--- src/rtl/phyreg_hs_pkg.sv ---
package phyreg_hs_pkg;

  localparam int BIT_CAP_ADDR = 16;
  localparam int BIT_CAP_DATA = 17;
  localparam int BIT_WR_STB   = 18;
  localparam int BIT_RD_STB   = 19;
  localparam int BIT_ACK      = 16;
  localparam int VAL_W        = BIT_CAP_ADDR;
  localparam int CW_W         = BIT_RD_STB + 1;
  localparam int SW_W         = BIT_ACK + 1;

  typedef enum logic [3:0] {
    ST_IDLE,
    ST_ADDR,
    ST_ADDR_CAP,
    ST_ADDR_REL,
    ST_DATA,
    ST_DATA_CAP,
    ST_DATA_REL,
    ST_WR_STB,
    ST_WR_REL,
    ST_RD_STB,
    ST_RD_REL
  } step_e;

  function automatic logic [CW_W-1:0] strobe_bit(input int pos);
    logic [CW_W-1:0] v;
    v = '0;
    v[pos] = 1'b1;
    return v;
  endfunction

  // Control word driven while a given step is active.
  function automatic logic [CW_W-1:0] ctrl_for_step(input step_e s,
                                                    input logic [VAL_W-1:0] a,
                                                    input logic [VAL_W-1:0] d);
    logic [CW_W-1:0] av, dv;
    av = {{(CW_W-VAL_W){1'b0}}, a};
    dv = {{(CW_W-VAL_W){1'b0}}, d};
    case (s)
      ST_ADDR:     return av;
      ST_ADDR_CAP: return av | strobe_bit(BIT_CAP_ADDR);
      ST_ADDR_REL: return av;
      ST_DATA:     return dv;
      ST_DATA_CAP: return dv | strobe_bit(BIT_CAP_DATA);
      ST_DATA_REL: return dv;
      ST_WR_STB:   return strobe_bit(BIT_WR_STB);
      ST_WR_REL:   return dv;
      ST_RD_STB:   return strobe_bit(BIT_RD_STB);
      default:     return '0;
    endcase
  endfunction

  // Steps that hold until the acknowledge reaches a level.
  function automatic logic step_waits(input step_e s);
    case (s)
      ST_ADDR_CAP, ST_ADDR_REL, ST_DATA_CAP, ST_DATA_REL,
      ST_WR_STB, ST_WR_REL, ST_RD_STB, ST_RD_REL: return 1'b1;
      default: return 1'b0;
    endcase
  endfunction

  // Acknowledge level a waiting step looks for.
  function automatic logic step_level(input step_e s);
    case (s)
      ST_ADDR_CAP, ST_DATA_CAP, ST_WR_STB, ST_RD_STB: return 1'b1;
      default: return 1'b0;
    endcase
  endfunction

  function automatic step_e step_after(input step_e s, input logic wr);
    case (s)
      ST_ADDR:     return ST_ADDR_CAP;
      ST_ADDR_CAP: return ST_ADDR_REL;
      ST_ADDR_REL: return wr ? ST_DATA : ST_RD_STB;
      ST_DATA:     return ST_DATA_CAP;
      ST_DATA_CAP: return ST_DATA_REL;
      ST_DATA_REL: return ST_WR_STB;
      ST_WR_STB:   return ST_WR_REL;
      ST_RD_STB:   return ST_RD_REL;
      default:     return ST_IDLE;
    endcase
  endfunction

endpackage

--- src/rtl/phyreg_poll_unit.sv ---
module phyreg_poll_unit #(
  parameter int POLL_GAP  = 4,
  parameter int MAX_POLLS = 10
) (
  input  logic clk,
  input  logic rst_n,
  input  logic active,
  input  logic want,
  input  logic ack,
  output logic poll_fire,
  output logic poll_hit,
  output logic timeout_fire
);
  localparam int GAP_W = (POLL_GAP > 1) ? $clog2(POLL_GAP) : 1;
  localparam int CNT_W = $clog2(MAX_POLLS + 1);

  logic [GAP_W-1:0] gap_cnt;
  logic [CNT_W-1:0] poll_cnt;

  assign poll_fire    = active && (gap_cnt == GAP_W'(POLL_GAP - 1));
  assign poll_hit     = poll_fire && (ack == want);
  assign timeout_fire = poll_fire && (ack != want) &&
                        (poll_cnt == CNT_W'(MAX_POLLS - 1));

  always_ff @(posedge clk) begin
    if (!rst_n || !active) begin
      gap_cnt  <= '0;
      poll_cnt <= '0;
    end else if (poll_fire) begin
      gap_cnt  <= '0;
      poll_cnt <= poll_hit ? '0 : poll_cnt + 1'b1;
    end else begin
      gap_cnt  <= gap_cnt + 1'b1;
    end
  end
endmodule

--- src/rtl/phyreg_step_seq.sv ---
module phyreg_step_seq
  import phyreg_hs_pkg::*;
(
  input  logic             clk,
  input  logic             rst_n,
  input  logic             cmd_valid,
  input  logic             cmd_write,
  input  logic [VAL_W-1:0] cmd_addr,
  input  logic [VAL_W-1:0] cmd_wdata,
  input  logic             poll_hit,
  input  logic             timeout_fire,
  input  logic [VAL_W-1:0] stat_val,
  output step_e            step,
  output logic             wait_active,
  output logic             want_level,
  output logic             cmd_accept,
  output logic [CW_W-1:0]  ctrl_word,
  output logic             busy,
  output logic             done,
  output logic             err,
  output logic [VAL_W-1:0] rd_data
);
  logic [VAL_W-1:0] addr_q, data_q;
  logic             wr_q;
  step_e            nxt;

  assign cmd_accept  = (step == ST_IDLE) && cmd_valid;
  assign wait_active = step_waits(step);
  assign want_level  = step_level(step);
  assign ctrl_word   = ctrl_for_step(step, addr_q, data_q);
  assign busy        = (step != ST_IDLE);
  assign nxt         = step_after(step, wr_q);

  always_ff @(posedge clk) begin
    if (!rst_n) begin
      step    <= ST_IDLE;
      addr_q  <= '0;
      data_q  <= '0;
      wr_q    <= 1'b0;
      done    <= 1'b0;
      err     <= 1'b0;
      rd_data <= '0;
    end else begin
      done <= 1'b0;
      err  <= 1'b0;
      if (step == ST_IDLE) begin
        if (cmd_valid) begin
          addr_q <= cmd_addr;
          data_q <= cmd_wdata;
          wr_q   <= cmd_write;
          step   <= ST_ADDR;
        end
      end else if (timeout_fire) begin
        step <= ST_IDLE;
        err  <= 1'b1;
      end else if (!wait_active) begin
        step <= nxt;
      end else if (poll_hit) begin
        if (step == ST_RD_STB) rd_data <= stat_val;
        step <= nxt;
        if (nxt == ST_IDLE) done <= 1'b1;
      end
    end
  end
endmodule

--- src/rtl/phyreg_hs_master.sv ---
module phyreg_hs_master
  import phyreg_hs_pkg::*;
#(
  parameter int POLL_GAP  = 4,
  parameter int MAX_POLLS = 10
) (
  input  logic             clk,
  input  logic             rst_n,
  input  logic             cmd_valid,
  input  logic             cmd_write,
  input  logic [VAL_W-1:0] cmd_addr,
  input  logic [VAL_W-1:0] cmd_wdata,
  output logic             busy,
  output logic             done,
  output logic             err,
  output logic [VAL_W-1:0] rd_data,
  output logic [CW_W-1:0]  phy_ctrl,
  input  logic [SW_W-1:0]  phy_stat
);
  step_e step;
  logic  wait_active, want_level, cmd_accept;
  logic  poll_fire, poll_hit, timeout_fire;

  phyreg_poll_unit #(.POLL_GAP(POLL_GAP), .MAX_POLLS(MAX_POLLS)) u_poll (
    .clk          (clk),
    .rst_n        (rst_n),
    .active       (wait_active),
    .want         (want_level),
    .ack          (phy_stat[BIT_ACK]),
    .poll_fire    (poll_fire),
    .poll_hit     (poll_hit),
    .timeout_fire (timeout_fire)
  );

  phyreg_step_seq u_seq (
    .clk          (clk),
    .rst_n        (rst_n),
    .cmd_valid    (cmd_valid),
    .cmd_write    (cmd_write),
    .cmd_addr     (cmd_addr),
    .cmd_wdata    (cmd_wdata),
    .poll_hit     (poll_hit),
    .timeout_fire (timeout_fire),
    .stat_val     (phy_stat[VAL_W-1:0]),
    .step         (step),
    .wait_active  (wait_active),
    .want_level   (want_level),
    .cmd_accept   (cmd_accept),
    .ctrl_word    (phy_ctrl),
    .busy         (busy),
    .done         (done),
    .err          (err),
    .rd_data      (rd_data)
  );
endmodule

--- config.mk ---
export PLATFORM = sky130hd
export DESIGN_NAME = phyreg_hs_master
export DESIGN_NICKNAME = d
export VERILOG_FILES = /design/src/rtl/phyreg_hs_pkg.sv /design/src/rtl/phyreg_poll_unit.sv /design/src/rtl/phyreg_step_seq.sv /design/src/rtl/phyreg_hs_master.sv
export SDC_FILE = /design/constraint.sdc
export NUM_CORES = 1
export LEC_CHECK = 0
export ABC_AREA = 1
export CAP_MARGIN = 20
export CORE_MARGIN = 10
export CORE_UTILIZATION = 41
export CTS_CLUSTER_DIAMETER = 30
export DETAILED_ROUTE_END_ITERATION = 8
export MAX_ROUTING_LAYER = met4
export PLACE_DENSITY = 0.76
export SETUP_SLACK_MARGIN = 0.3
export SLEW_MARGIN = 20
export SYNTH_ARGS = -nofsm -noshare
export SYNTH_HDL_FRONTEND = slang
export SYNTH_SLANG_ARGS = --single-unit
--- constraint.sdc ---
create_clock -name clk -period 1.6 [get_ports clk]
set_input_delay 0.24 -clock clk [delete_from_list [all_inputs] [get_ports clk]]
set_output_delay 0.24 -clock clk [all_outputs]
set_load 0.01 [all_outputs]
==> impl_metrics.csv <==
group,metric,value,unit
place,io_buffers,91,
grt,grt_pass1_vias,2970,
power_and_ir_drop,power,0.00893,W
critical_path,endpoint_kind,"output port",
clock_tree,cts_tree,"yes",
critical_path,critical_path_class,"register to output port",
layout,antenna_cells,0,
critical_path,cp.arrival,1.65,ns
die,die_h,101,µm
detailed_routing,wire_per_inst,19.3,µm
clock_tree,clock_sinks,62,
logic_synthesis,muxShareOfSynthArea,0,%
clock_tree,hold_buffers,0,
critical_path,crit_slowest_cell,"dfxtp_4",
detailed_routing,detail-route-antenna-nets,0,
critical_path,worstPathMaxFanout,8,
min_path,hp-class,"register to register",
die,die_w,101,µm
critical_path,worstPathCellList,"inv_6 -> nand2_4 -> buf_4 -> o21ai_2 -> inv_2 -> clkbuf_16 -> o22ai_2 -> buf_2",
layout,synthToLayoutAreaGrowth,101,%
logic_synthesis,synth.yosys.seq_area_share,46.2,%
clock_tree,ctsHtreeMaxLevel,3,
layout,nets,559,
detailed_routing,vias_per_cell,5.32,
logic_synthesis,ys.warnings.count,0,
die,fp.dieArea,10200,µm²
timing,max_freq,0.530,GHz
detailed_routing,dr.pass1.iters,4,
place,dpl.hpwl,5880,µm
detailed_routing,wl,11300,µm
clock_tree,ctsLongestPathBuffers,2,
outcome,violations,"negative setup slack",
logic_synthesis,ys_ff_latch,62,
grt,track_usage,17.2,%
timing,slew_violations,0,
logic_synthesis,synthCells,354,
outcome,outcome,"finished with violations",
grt,globalRoute.totalOverflow,0,
critical_path,setup.worst_path.start,"u_seq.step[2]",
logic_synthesis,synth-xor-area-share,0,%
layout,final_layout_size_suffix_gt1_share,50.1,%
timing,slew_headroom,76.9,%
detailed_routing,dr_total_vias,3107,
layout,fin_cells,584,
die,core,6350,µm²
logic_synthesis,synthSimpleGateAreaFrac,20.8,%
timing,fin_ws,-0.286,ns
timing,hold_viol,0,
place,gp_congestion,0.848,
detailed_routing,initialDrtViolationCount,143,
timing,finalSetupViolCount,43,
grt,grt_pass1_wl,14000,µm
timing,worst_pin_slew,0.344,ns
logic_synthesis,syn_nets,410,
die,start_util,42.3,%
critical_path,reg2reg_depth,14,
logic_synthesis,synth_area_leaders,"dfxtp_1 46%, a21oi_1 9.9%, inv_1 7.0%",
power_and_ir_drop,power_density,1650,nW/µm²
logic_synthesis,yosysTopAreaCellShare,46.2,%
clock_tree,clkSlewWorstSetupHoldPaths,0.07,ns
clock_tree,cts_root_buf,"clkbuf_8",
critical_path,critPathBufInv,5,
die,rows,29,
timing,period_needed,1.89,ns
critical_path,start_kind,"register",
place,dpl.cell_count,543,
detailed_routing,drc,0,
critical_path,critPathMaxStageDelay,0.37,ns
power_and_ir_drop,p_leak,2.12,nW
logic_synthesis,synth-adder-area-share,1.40,%
logic_synthesis,synth.avg_cell_area,7.58,µm²
critical_path,cp_top_family,"buffers and inverters",
clock_tree,clock_latency,0.34,ns
timing,rsz0062_at_grt,"yes",
power_and_ir_drop,peakVddDrop,1.30,mV
timing,finalCritPeriodShare,118,%
critical_path,cp_data_required_time,1.36,ns
grt,grt_antenna_before_repair,0,
clock_tree,cts_buffers,9,
critical_path,r2r-end,"u_seq.step[2]",
logic_synthesis,yosysTopAreaCell,"dfxtp_1",
logic_synthesis,syn_area,2690,µm²
critical_path,crit_path_end,"phy_ctrl[11]",
die,ioPinCount,92,
grt,grt_max_degree,34,
logic_synthesis,synth.distinct_cells,32,
timing,clock_skew,0.00995,ns
logic_synthesis,synth_compound_area_share,21.3,%
logic_synthesis,synth_top_family_by_area,"compound AO/OA/AOI/OAI gates",
critical_path,rrSetupSlack,-0.26,ns
critical_path,r2r-start,"u_seq.step[2]",
critical_path,path_depth,8,
flow_run,drv_cap,0,
[through the flow]
stage / utilization [%] / hold slack [ns] / instance area, µm² / setup TNS (ns) / setup WS [ns]
4_1_cts: 73.5 / 0.439 / 4660 / -4.22 / -0.187
3_3_place_gp: 64.9 / 0.414 / 4120 / -4.60 / -0.207
6_report: 85.2 / 0.432 / 5410 / -7.13 / -0.286
5_1_grt: 85.2 / 0.468 / 5410 / -11.06 / -0.388
2_1_floorplan: - / 0.404 / 2880 / -0.00467 / -0.00467
3_5_place_dp: 64.9 / 0.430 / 4120 / -5.88 / -0.241
[Yosys cell counts]
cell type / instances
nand4_2: 1
a2bb2oi_1: 1
and2_1: 1
nand2_2: 5
o31ai_1: 1
nand2_1: 48
dfxtp_1: 62
buf_4: 2
nor2_8: 1
nand3_1: 27
nor3b_1: 2
nand2_4: 1
nor4_1: 1
o22ai_1: 16
inv_1: 50
clkinv_1: 1
inv_2: 3
nor2_2: 4
o21ai_0: 35
o21ai_2: 1
buf_2: 1
nand3_4: 1
or2_2: 1
nor2_4: 2
nand4_1: 1
nand3_2: 1
clkbuf_1: 14
a21oi_1: 53
nor3_1: 3
nor2_1: 10
a211oi_1: 1
ha_1: 3
[cell families (layout without fill, tap and decap cells)]
logic type	count (synthesis)	after routing
DFF	62	62
buffers and inverters	71	223
and+or+nand+nor	110	111
adders and majority gates	3	3
AOI/OAI and AO/OA	108	108
[layout by cell type, fill, tap and decap left out, types with 9 or more instances in the layout]
master           netlist  final
a21oi_2                0     49
buf_4                  2     31
buf_6                  0     33
clkbuf_8               0     12
clkdlybuf4s50_1        0     52
dfxtp_1               62     58
dlygate4sd2_1          0     18
inv_1                 50     46
nand2_1               48     22
nand2_2                5     13
nand2_4                1     16
nand3_1               27     11
nand3_2                1      9
nand3_4                1      9
o21ai_0               35     15
o21ai_2                1     12
o22ai_4                0      9
[worst register-to-register path, cell delays in order (launching register included)]
cell     delay (ns)
dfxtp_4        0.39
inv_6          0.06
nand2_4        0.06
buf_6          0.11
nor2_8         0.04
nor2_4         0.13
nand2_2        0.08
nand2_4        0.09
nand4_4        0.13
nand3_4        0.17
nand2_8        0.09
nor2_2         0.12
nor2_2         0.06
buf_4          0.12
buf_4          0.11
[layer usage]
metal  routed length [µm]  global-route usage [%]  share of wire, %
met4                  308                    6.00               2.7
met2                 5960                    28.0                53
met1                 4430                    19.7                39
met5                    0                       -                 0
met3                  593                    5.14               5.3
[what timing repair did]
item	4_1_cts	5_1_grt
cloned	2	6
setup endpoints to repair	99	81
buffers inserted	9	9
resized for setup	202	121
pin swaps	19	24
[state kept, by name, summed over array words and instances, names as in the netlist]
| signal | count |
|---|---|
| u_seq.wait_active | 1 |
| u_seq.rd_data | 16 |
| u_seq.addr_q | 16 |
| u_seq.err | 1 |
| u_seq.step | 4 |
| u_seq.done | 1 |
| u_seq.wr_q | 1 |
| u_poll.poll_cnt | 4 |
| u_poll.gap_cnt | 2 |
| u_seq.data_q | 16 |
[power breakdown]
part           switching [W]  total, W  internal [W]
clock network       0.000607   0.00145      0.000845
registers           0.000196   0.00217       0.00198
logic                0.00290   0.00531       0.00241
total                0.00370   0.00893       0.00523
[how the worst min path moves through the flow]
stage	cells after the start	endpoint	slack (ns)	from
6_report	1	u_poll.gap_cnt[0]	0.43	u_poll.gap_cnt[0]
5_1_grt	1	u_poll.gap_cnt[0]	0.47	u_poll.gap_cnt[0]
4_1_cts	1	u_poll.gap_cnt[0]	0.44	u_poll.gap_cnt[0]
3_5_place_dp	1	u_poll.gap_cnt[0]	0.43	u_poll.gap_cnt[0]
3_3_place_gp	1	u_poll.gap_cnt[0]	0.41	u_poll.gap_cnt[0]
2_1_floorplan	2	u_seq.rd_data[0]	0.40	phy_stat[0]
[area by class of cell]
class | instances | area [µm²]
multi-input combinational | 222 | 1990
timing repair buffer | 154 | 1630
sequential | 62 | 1260
fill | 333 | 942
inverter | 54 | 225
clock buffer | 13 | 169
tap | 77 | 96.3
clock inverter | 2 | 38.8
Note: power is estimated with default switching activity, not from simulation.
